## src/rtl/uwire_rd_pkg.sv

```systemverilog
package uwire_rd_pkg;

    typedef enum logic [2:0] {
        ST_IDLE,
        ST_SELECT,
        ST_COMMAND,
        ST_ADDRESS,
        ST_DATA,
        ST_TURN,
        ST_DONE
    } rd_state_t;

    localparam int WORD_W      = 16;
    localparam int DATA_CYCLES = WORD_W + 1;
    localparam int CMD_BITS    = 3;
    localparam logic [CMD_BITS-1:0] READ_CMD = 3'b110;
    localparam int T_LOW_NS    = 250;
    localparam int T_HIGH_NS   = 750;

    function automatic int ticks_for(input int ns, input int mhz);
        int t;
        t = (ns * mhz + 999) / 1000;
        return (t < 1) ? 1 : t;
    endfunction

endpackage

```

## src/rtl/uwire_phase_timer.sv

```systemverilog
module uwire_phase_timer
    import uwire_rd_pkg::*;
#(
    parameter int LO_TICKS  = 4,
    parameter int HI_TICKS  = 12,
    parameter bit USE_READY = 1'b1
) (
    input  logic clk,
    input  logic rst_n,
    input  logic run,
    input  logic rdy_i,
    output logic phase_hi,
    output logic bit_end
);
    localparam int MAXT = (HI_TICKS > LO_TICKS) ? HI_TICKS : LO_TICKS;
    localparam int CW   = (MAXT < 2) ? 1 : $clog2(MAXT);

    logic [CW-1:0] cnt_q;
    logic          phase_q;
    logic          rdy_ok;
    logic [CW-1:0] limit;
    logic          at_limit;
    logic          step_end;

    generate
        if (USE_READY) begin : g_rdy
            assign rdy_ok = rdy_i;
        end else begin : g_nordy
            logic unused_rdy;
            assign unused_rdy = rdy_i;
            assign rdy_ok     = 1'b1;
        end
    endgenerate

    assign limit    = phase_q ? CW'(HI_TICKS - 1) : CW'(LO_TICKS - 1);
    assign at_limit = (cnt_q == limit);
    assign step_end = at_limit && rdy_ok;

    always_ff @(posedge clk or negedge rst_n) begin
        if (!rst_n) begin
            cnt_q   <= '0;
            phase_q <= 1'b0;
        end else if (!run) begin
            cnt_q   <= '0;
            phase_q <= 1'b0;
        end else if (step_end) begin
            cnt_q   <= '0;
            phase_q <= ~phase_q;
        end else if (!at_limit) begin
            cnt_q   <= cnt_q + 1'b1;
        end
    end

    assign phase_hi = phase_q;
    assign bit_end  = run && phase_q && step_end;


    lo_len_chk: assert property (@(posedge clk) disable iff (!rst_n)
        $rose(phase_q) |-> $past(cnt_q) == CW'(LO_TICKS - 1));


    hi_len_chk: assert property (@(posedge clk) disable iff (!rst_n)
        ($fell(phase_q) && $past(run)) |-> $past(cnt_q) == CW'(HI_TICKS - 1));


    rdy_hold_chk: assert property (@(posedge clk) disable iff (!rst_n)
        (run && $past(run) && !$past(rdy_ok)) |-> phase_q == $past(phase_q));

endmodule

```

## src/rtl/uwire_rx_shift.sv

```systemverilog
module uwire_rx_shift
    import uwire_rd_pkg::*;
(
    input  logic              clk,
    input  logic              rst_n,
    input  logic              sample_en,
    input  logic              last_sample,
    input  logic              sdi_i,
    output logic              word_valid,
    output logic [WORD_W-1:0] word_data
);
    logic [WORD_W-1:0] sh_q;
    logic              vld_q;

    always_ff @(posedge clk or negedge rst_n) begin
        if (!rst_n) begin
            sh_q  <= '0;
            vld_q <= 1'b0;
        end else begin
            if (sample_en) begin
                sh_q <= {sh_q[WORD_W-2:0], sdi_i};
            end
            vld_q <= sample_en && last_sample;
        end
    end

    assign word_valid = vld_q;
    assign word_data  = sh_q;


    valid_pulse_chk: assert property (@(posedge clk) disable iff (!rst_n)
        word_valid |=> !word_valid);

endmodule

```

## src/rtl/uwire_seq_fsm.sv

```systemverilog
module uwire_seq_fsm
    import uwire_rd_pkg::*;
#(
    parameter int ADDR_BITS = 6
) (
    input  logic                 clk,
    input  logic                 rst_n,
    input  logic                 go_i,
    input  logic [ADDR_BITS-1:0] start_addr_i,
    input  logic [ADDR_BITS:0]   word_count_i,
    input  logic                 bit_end,
    output logic                 run,
    output logic                 cs_o,
    output logic                 sdo_o,
    output logic                 sample_en,
    output logic                 last_sample,
    output logic [ADDR_BITS:0]   idx_o,
    output logic                 busy_o,
    output logic                 done_o
);
    localparam int CNT_W = ADDR_BITS + 1;
    localparam int BCW   = $clog2(DATA_CYCLES);
    localparam int AIW   = $clog2(ADDR_BITS);

    rd_state_t             state_q, state_d;
    logic [BCW-1:0]        bit_q, bit_d;
    logic [ADDR_BITS-1:0]  addr_q, addr_d;
    logic [CNT_W-1:0]      left_q, left_d;
    logic [CNT_W-1:0]      idx_q, idx_d;
    logic [1:0]            cmd_sel;
    logic [AIW-1:0]        addr_sel;

    // state register
    always_ff @(posedge clk or negedge rst_n) begin
        if (!rst_n) begin
            state_q <= ST_IDLE;
            bit_q   <= '0;
            addr_q  <= '0;
            left_q  <= '0;
            idx_q   <= '0;
        end else begin
            state_q <= state_d;
            bit_q   <= bit_d;
            addr_q  <= addr_d;
            left_q  <= left_d;
            idx_q   <= idx_d;
        end
    end

    // next state
    always_comb begin
        state_d = state_q;
        bit_d   = bit_q;
        addr_d  = addr_q;
        left_d  = left_q;
        idx_d   = idx_q;
        unique case (state_q)
            ST_IDLE: begin
                if (go_i) begin
                    addr_d  = start_addr_i;
                    left_d  = word_count_i;
                    idx_d   = '0;
                    bit_d   = '0;
                    state_d = (word_count_i == '0) ? ST_DONE : ST_SELECT;
                end
            end
            ST_SELECT: begin
                if (bit_end) begin
                    bit_d   = '0;
                    state_d = ST_COMMAND;
                end
            end
            ST_COMMAND: begin
                if (bit_end) begin
                    if (bit_q == BCW'(CMD_BITS - 1)) begin
                        bit_d   = '0;
                        state_d = ST_ADDRESS;
                    end else begin
                        bit_d = bit_q + 1'b1;
                    end
                end
            end
            ST_ADDRESS: begin
                if (bit_end) begin
                    if (bit_q == BCW'(ADDR_BITS - 1)) begin
                        bit_d   = '0;
                        state_d = ST_DATA;
                    end else begin
                        bit_d = bit_q + 1'b1;
                    end
                end
            end
            ST_DATA: begin
                if (bit_end) begin
                    if (bit_q == BCW'(DATA_CYCLES - 1)) begin
                        bit_d   = '0;
                        state_d = ST_TURN;
                    end else begin
                        bit_d = bit_q + 1'b1;
                    end
                end
            end
            ST_TURN: begin
                if (bit_end) begin
                    if (left_q == CNT_W'(1)) begin
                        state_d = ST_DONE;
                    end else begin
                        addr_d  = addr_q + 1'b1;
                        left_d  = left_q - 1'b1;
                        idx_d   = idx_q + 1'b1;
                        state_d = ST_SELECT;
                    end
                end
            end
            ST_DONE: begin
                state_d = ST_IDLE;
            end
            default: begin
                state_d = ST_IDLE;
            end
        endcase
    end

    assign cmd_sel  = 2'(CMD_BITS - 1) - bit_q[1:0];
    assign addr_sel = AIW'(ADDR_BITS - 1) - bit_q[AIW-1:0];

    // outputs
    always_comb begin
        cs_o        = 1'b0;
        sdo_o       = 1'b0;
        run         = 1'b0;
        busy_o      = (state_q != ST_IDLE);
        done_o      = (state_q == ST_DONE);
        sample_en   = 1'b0;
        last_sample = (bit_q == BCW'(DATA_CYCLES - 1));
        unique case (state_q)
            ST_IDLE, ST_DONE: begin
                run = 1'b0;
            end
            ST_SELECT: begin
                cs_o = 1'b1;
                run  = 1'b1;
            end
            ST_COMMAND: begin
                cs_o  = 1'b1;
                run   = 1'b1;
                sdo_o = READ_CMD[cmd_sel];
            end
            ST_ADDRESS: begin
                cs_o  = 1'b1;
                run   = 1'b1;
                sdo_o = addr_q[addr_sel];
            end
            ST_DATA: begin
                cs_o      = 1'b1;
                run       = 1'b1;
                sample_en = bit_end;
            end
            ST_TURN: begin
                run = 1'b1;
            end
            default: begin
                run = 1'b0;
            end
        endcase
    end

    assign idx_o = idx_q;


    cs_fall_turn_chk: assert property (@(posedge clk) disable iff (!rst_n)
        $fell(cs_o) |-> state_q == ST_TURN);


    go_ignored_chk: assert property (@(posedge clk) disable iff (!rst_n)
        (go_i && state_q == ST_DATA && !bit_end) |=> $stable(addr_q) && $stable(left_q));

endmodule

```

## src/rtl/uwire_seq_reader.sv

```systemverilog
module uwire_seq_reader
    import uwire_rd_pkg::*;
#(
    parameter int ADDR_BITS = 6,
    parameter int CLK_MHZ   = 200,
    parameter bit USE_READY = 1'b1
) (
    input  logic                 clk,
    input  logic                 rst_n,
    input  logic                 go_i,
    input  logic [ADDR_BITS-1:0] start_addr_i,
    input  logic [ADDR_BITS:0]   word_count_i,
    input  logic                 rdy_i,
    input  logic                 sdi_i,
    output logic                 cs_o,
    output logic                 sck_o,
    output logic                 sdo_o,
    output logic                 word_valid_o,
    output logic [15:0]          word_data_o,
    output logic [ADDR_BITS:0]   word_idx_o,
    output logic                 busy_o,
    output logic                 done_o
);
    localparam int LO_TICKS = ticks_for(T_LOW_NS, CLK_MHZ);
    localparam int HI_TICKS = ticks_for(T_HIGH_NS, CLK_MHZ);

    logic run;
    logic phase_hi;
    logic bit_end;
    logic sample_en;
    logic last_sample;

    uwire_seq_fsm #(.ADDR_BITS(ADDR_BITS)) fsm_i (
        .clk          (clk),
        .rst_n        (rst_n),
        .go_i         (go_i),
        .start_addr_i (start_addr_i),
        .word_count_i (word_count_i),
        .bit_end      (bit_end),
        .run          (run),
        .cs_o         (cs_o),
        .sdo_o        (sdo_o),
        .sample_en    (sample_en),
        .last_sample  (last_sample),
        .idx_o        (word_idx_o),
        .busy_o       (busy_o),
        .done_o       (done_o)
    );

    uwire_phase_timer #(
        .LO_TICKS  (LO_TICKS),
        .HI_TICKS  (HI_TICKS),
        .USE_READY (USE_READY)
    ) timer_i (
        .clk      (clk),
        .rst_n    (rst_n),
        .run      (run),
        .rdy_i    (rdy_i),
        .phase_hi (phase_hi),
        .bit_end  (bit_end)
    );

    uwire_rx_shift rx_i (
        .clk         (clk),
        .rst_n       (rst_n),
        .sample_en   (sample_en),
        .last_sample (last_sample),
        .sdi_i       (sdi_i),
        .word_valid  (word_valid_o),
        .word_data   (word_data_o)
    );

    assign sck_o = run && phase_hi;


    sdo_stable_chk: assert property (@(posedge clk) disable iff (!rst_n)
        sck_o |-> $stable(sdo_o));


    cs_rise_low_chk: assert property (@(posedge clk) disable iff (!rst_n)
        $rose(cs_o) |-> !sck_o);


    done_pulse_chk: assert property (@(posedge clk) disable iff (!rst_n)
        done_o |=> !done_o);


    busy_after_go_chk: assert property (@(posedge clk) disable iff (!rst_n)
        (go_i && !busy_o) |=> busy_o);


    idle_quiet_chk: assert property (@(posedge clk) disable iff (!rst_n)
        !busy_o |-> (!cs_o && !sck_o && !sdo_o && !word_valid_o));

endmodule

```

## config.mk

```make
export PLATFORM = sky130hd
export DESIGN_NAME = uwire_seq_reader
export DESIGN_NICKNAME = d
export VERILOG_FILES = /design/src/rtl/uwire_rd_pkg.sv /design/src/rtl/uwire_phase_timer.sv /design/src/rtl/uwire_rx_shift.sv /design/src/rtl/uwire_seq_fsm.sv /design/src/rtl/uwire_seq_reader.sv
export SDC_FILE = /design/constraint.sdc
export NUM_CORES = 1
export LEC_CHECK = 0
export ABC_AREA = 1
export BUFFER_PORTS_ARGS = -buffer_cell sky130_fd_sc_hd__buf_2
export CORE_ASPECT_RATIO = 0.5
export CORE_MARGIN = 1.5
export CORE_UTILIZATION = 46
export DETAILED_ROUTE_END_ITERATION = 8
export GPL_ROUTABILITY_DRIVEN = 0
export PLACE_DENSITY_LB_ADDON = 0.12
export SYNTH_ARGS = -nofsm -noshare
export SYNTH_HDL_FRONTEND = slang
export SYNTH_SLANG_ARGS = --single-unit
```

## constraint.sdc

```tcl
create_clock -name clk -period 2.41 [get_ports clk]
set_clock_uncertainty 0.15 [all_clocks]
set_input_delay 0.482 -clock clk [delete_from_list [all_inputs] [get_ports clk]]
set_output_delay 0.482 -clock clk [all_outputs]
set_load 0.005 [all_outputs]
```

==> summary.md <==
| Metric | Value |
|---|---|
| Ranking of synthesized cells by area | dfrtp_1, nand2_1, inv_1 |
| Worst EP required | 1780 ps |
| DRT antenna net count | 0 |
| Hold Path Class | input pin to asynchronous set/reset pin |
| Root Buffer | clkbuf_16 |
| Final hold viol count | 0 |
| DR vias | 2666 |
| Clock Path Buffers | 2 |
| Yosys warns | 0 |
| Post-synthesis mux area share | 0 |
| # setup viols final | 0 |
| Final core occ | 0.569 |
| Worst setup margin | 127 ps |
| Synthesized instance count | 397 |
| Compound-Gate Fraction of Synth Area | 0.114 |
| Maximum VDD drop | 0.413 mV |
| Kind of critical path | register to output port |
| Largest family of logic cells by synthesized area | simple AND/OR/NAND/NOR gates |
| Reg2reg setup slack | 250 ps |
| Share of cells above drive strength 1 | 0.179 |
| First-pass GRT wire length | 11.1 mm |
| Worst-Margin Slew | 652 ps |
| Pleak | 1.87 nW |
| Final Cell Area | 3550 sq um |
| Cell Rows | 20 |
| I/O pin total | 47 |
| Setup WS pre-CTS | 263 ps |
| Syn_area_per_cell | 7.66 sq um |
| Post-Synth Adder-Cell Area | 0.0453 |
| Int Pwr | 1.94 mW |
| Post-synth top area share | 0.444 |
| Post-synthesis xor/xnor area fraction | 0.0432 |
| Post-synth cell types | 29 |
| R2R cell count | 12 |
| Net Sw Power | 1.36 mW |
| WL per Instance | 12.1 um |
| Placed Instance Area | 3360 sq um |
| Hold slack final | 61.0 ps |
| Clock network fraction of design power | 0.227 |
| HPWL after detailed placement | 4.64 mm |
| Crit Path Max Fanout | 7 |
| Number of global-route vias before repair | 2410 |
| Clk sinks | 54 |
| Syn-to-layout area delta | 16.7% |
| Simple-gate portion of the synthesized area | 0.274 |
| Sequential share of the synthesized area | 0.444 |
| Initial Utilization | 0.488 |
| Non-filler cells, final | 535 |
| Syn nets | 426 |
| GR Overflow Total | 0 |
| Achievable Freq | 438 MHz |
| Reg-to-Reg End | fsm_i.left_q[2] |
| Max-slew headroom | 0.566 |
| Dpl cells | 526 |
| Synthesized area | 3040 sq um |
| Critical R2R Launch | timer_i.cnt_q[1] |
| Die height | 60.5 um |
| Seq pwr share | 0.378 |
| Max-cap violation count | 0 |
| # DRC | 0 |
| # H-tree levels | 2 |
| Final Critical Period | 2280 ps |
| Full die area | 7140 sq um |
| Worst-path clk slew | 70 ps |
| Buffers on Ports | 46 |
| RSZ-0062 raised after global routing | no |
| Routed Wire Length | 6.45 mm |
| Area of the core | 6230 sq um |
| Final TNS setup | 0 ps |
| CTS buffer count | 5 |
| Hold_buf cts | 0 |
| Fillers | 567 |
| Diode count | 0 |
| Die X | 118 um |
| GRT Overall Usage | 0.198 |
| Synth area leader | dfrtp_1 |
| Layout Nets | 475 |
| CTS tree | built |
| Initial antenna violation count | 0 |
| Gate power share | 0.394 |
| Synth Register Bits | 54 |
| Iter 0 DRT Violations | 106 |
| Status | completed |
| PD cells | 931 nW/um^2 |
| Arr. time, crit path | 1650 ps |
| CP Launch Type | register |
| Total Power | 3.30 mW |
| Worst setup EP type | output port |
| Max Slew Vio Count | 0 |
| Sw frac | 0.412 |
| Largest net degree at the start of global routing | 34 |
| Clk_lat worst skew | 290 ps |
| Vias per cell | 4.98 |
| DR pass1 iterations | 4 |
| Period Utilization, post-route | 0.947 |
-- state kept, by name (all words and copies together), names as in the netlist --
name / count
fsm_i.addr_q: 6
timer_i.phase_hi: 1
rx_i.word_data: 16
fsm_i.idx_o: 7
fsm_i.state_q: 3
timer_i.cnt_q: 8
rx_i.word_valid: 1
fsm_i.left_q: 7
fsm_i.bit_q: 5
-- layout make-up --
cell class	instances	area, sq um	area share
clock buffers	6	139	0.0391
clock inverters	2	17.5	0.00494
inverters	49	186	0.0525
multi-input cells	284	1470	0.413
flip-flops and latches	54	1350	0.382
well taps	88	110	0.0310
repair buffers	52	275	0.0776
-- placed cells by master, fill, tap and decap left out, drive strengths merged --
master,n
o211ai,1
nor3,8
nand3b,1
clkbuf,6
buf,52
clkinv,2
o21ai,44
ha,11
nor2,32
or2,3
inv,49
a21boi,1
xnor2,2
nand3,35
nand4,5
a21oi,18
dfrtp,54
nand2,109
xor2,13
o41ai,1
-- layer usage --
metal  up-vias  track usage  share of wire
met5         -            0              0
met4         0       0.0436         0.0031
met3         2       0.0461          0.048
met2        57        0.327           0.44
met1      1234        0.272           0.51
li1       1373            -              -
-- critical path, cell delays in order, from the launching register on --
cell	delay, ps
dfrtp_2	460
inv_1	100
ha_1	340
xor2_1	170
o21ai_0	160
buf_2	140
-- synthesized netlist by cell type --
| cell | number |
|---|---|
| a21boi_1 | 1 |
| a21oi_1 | 17 |
| a21oi_4 | 1 |
| buf_2 | 3 |
| buf_6 | 2 |
| clkbuf_1 | 5 |
| dfrtp_1 | 54 |
| ha_1 | 11 |
| inv_1 | 45 |
| inv_2 | 3 |
| inv_4 | 1 |
| nand2_1 | 105 |
| nand2_2 | 3 |
| nand2_4 | 1 |
| nand3_1 | 33 |
| nand3_2 | 2 |
| nand3b_1 | 1 |
| nand4_1 | 5 |
| nor2_1 | 30 |
| nor2_2 | 2 |
| nor3_1 | 8 |
| o211ai_1 | 1 |
| o21ai_0 | 31 |
| o21ai_1 | 13 |
| o41ai_1 | 1 |
| or2_1 | 1 |
| or2_2 | 2 |
| xnor2_1 | 2 |
| xor2_1 | 13 |
-- cells by family after synthesis --
group / Yosys count
AO/OA/AOI/OAI: 65
adder cells (fa/ha/maj): 11
XOR/XNOR: 15
AND/OR/NAND/NOR: 193
flip-flops: 54
buffers and inverters: 59
-- worst max path at each step --
stage | cells past startpoint | to | start | slack, ps
CTS | 5 | sdo_o | fsm_i.bit_q[1] | 20
global placement | 11 | fsm_i.left_q[6] | timer_i.cnt_q[1] | 360
finish | 5 | sdo_o | fsm_i.bit_q[1] | 130
detailed placement | 11 | fsm_i.idx_o[4] | timer_i.cnt_q[1] | 260
floorplan | 5 | sdo_o | fsm_i.bit_q[0] | 440
global route | 12 | fsm_i.addr_q[0] | timer_i.cnt_q[1] | 4
-- power by group through the flow --
| stage | Combinational (mW) | Clock, mW | Sequential, mW |
|---|---|---|---|
| global route | 1.52 | 0.811 | 1.27 |
| floorplan | 1.05 | 0 | 1.21 |
| CTS | 1.29 | 0.775 | 1.24 |
| finish | 1.30 | 0.751 | 1.25 |
| detailed placement | 1.28 | 0 | 1.26 |
| global placement | 1.24 | 0 | 1.25 |
-- what timing repair did --
| item | CTS | global route |
|---|---|---|
| endpoints found under the setup margin | 1 | 1 |
| gates resized for setup | 1 | 4 |
| endpoints found under the hold margin | 0 | 0 |
| buffers inserted | 0 | 1 |
Note: power is estimated with default switching activity, not from simulation.
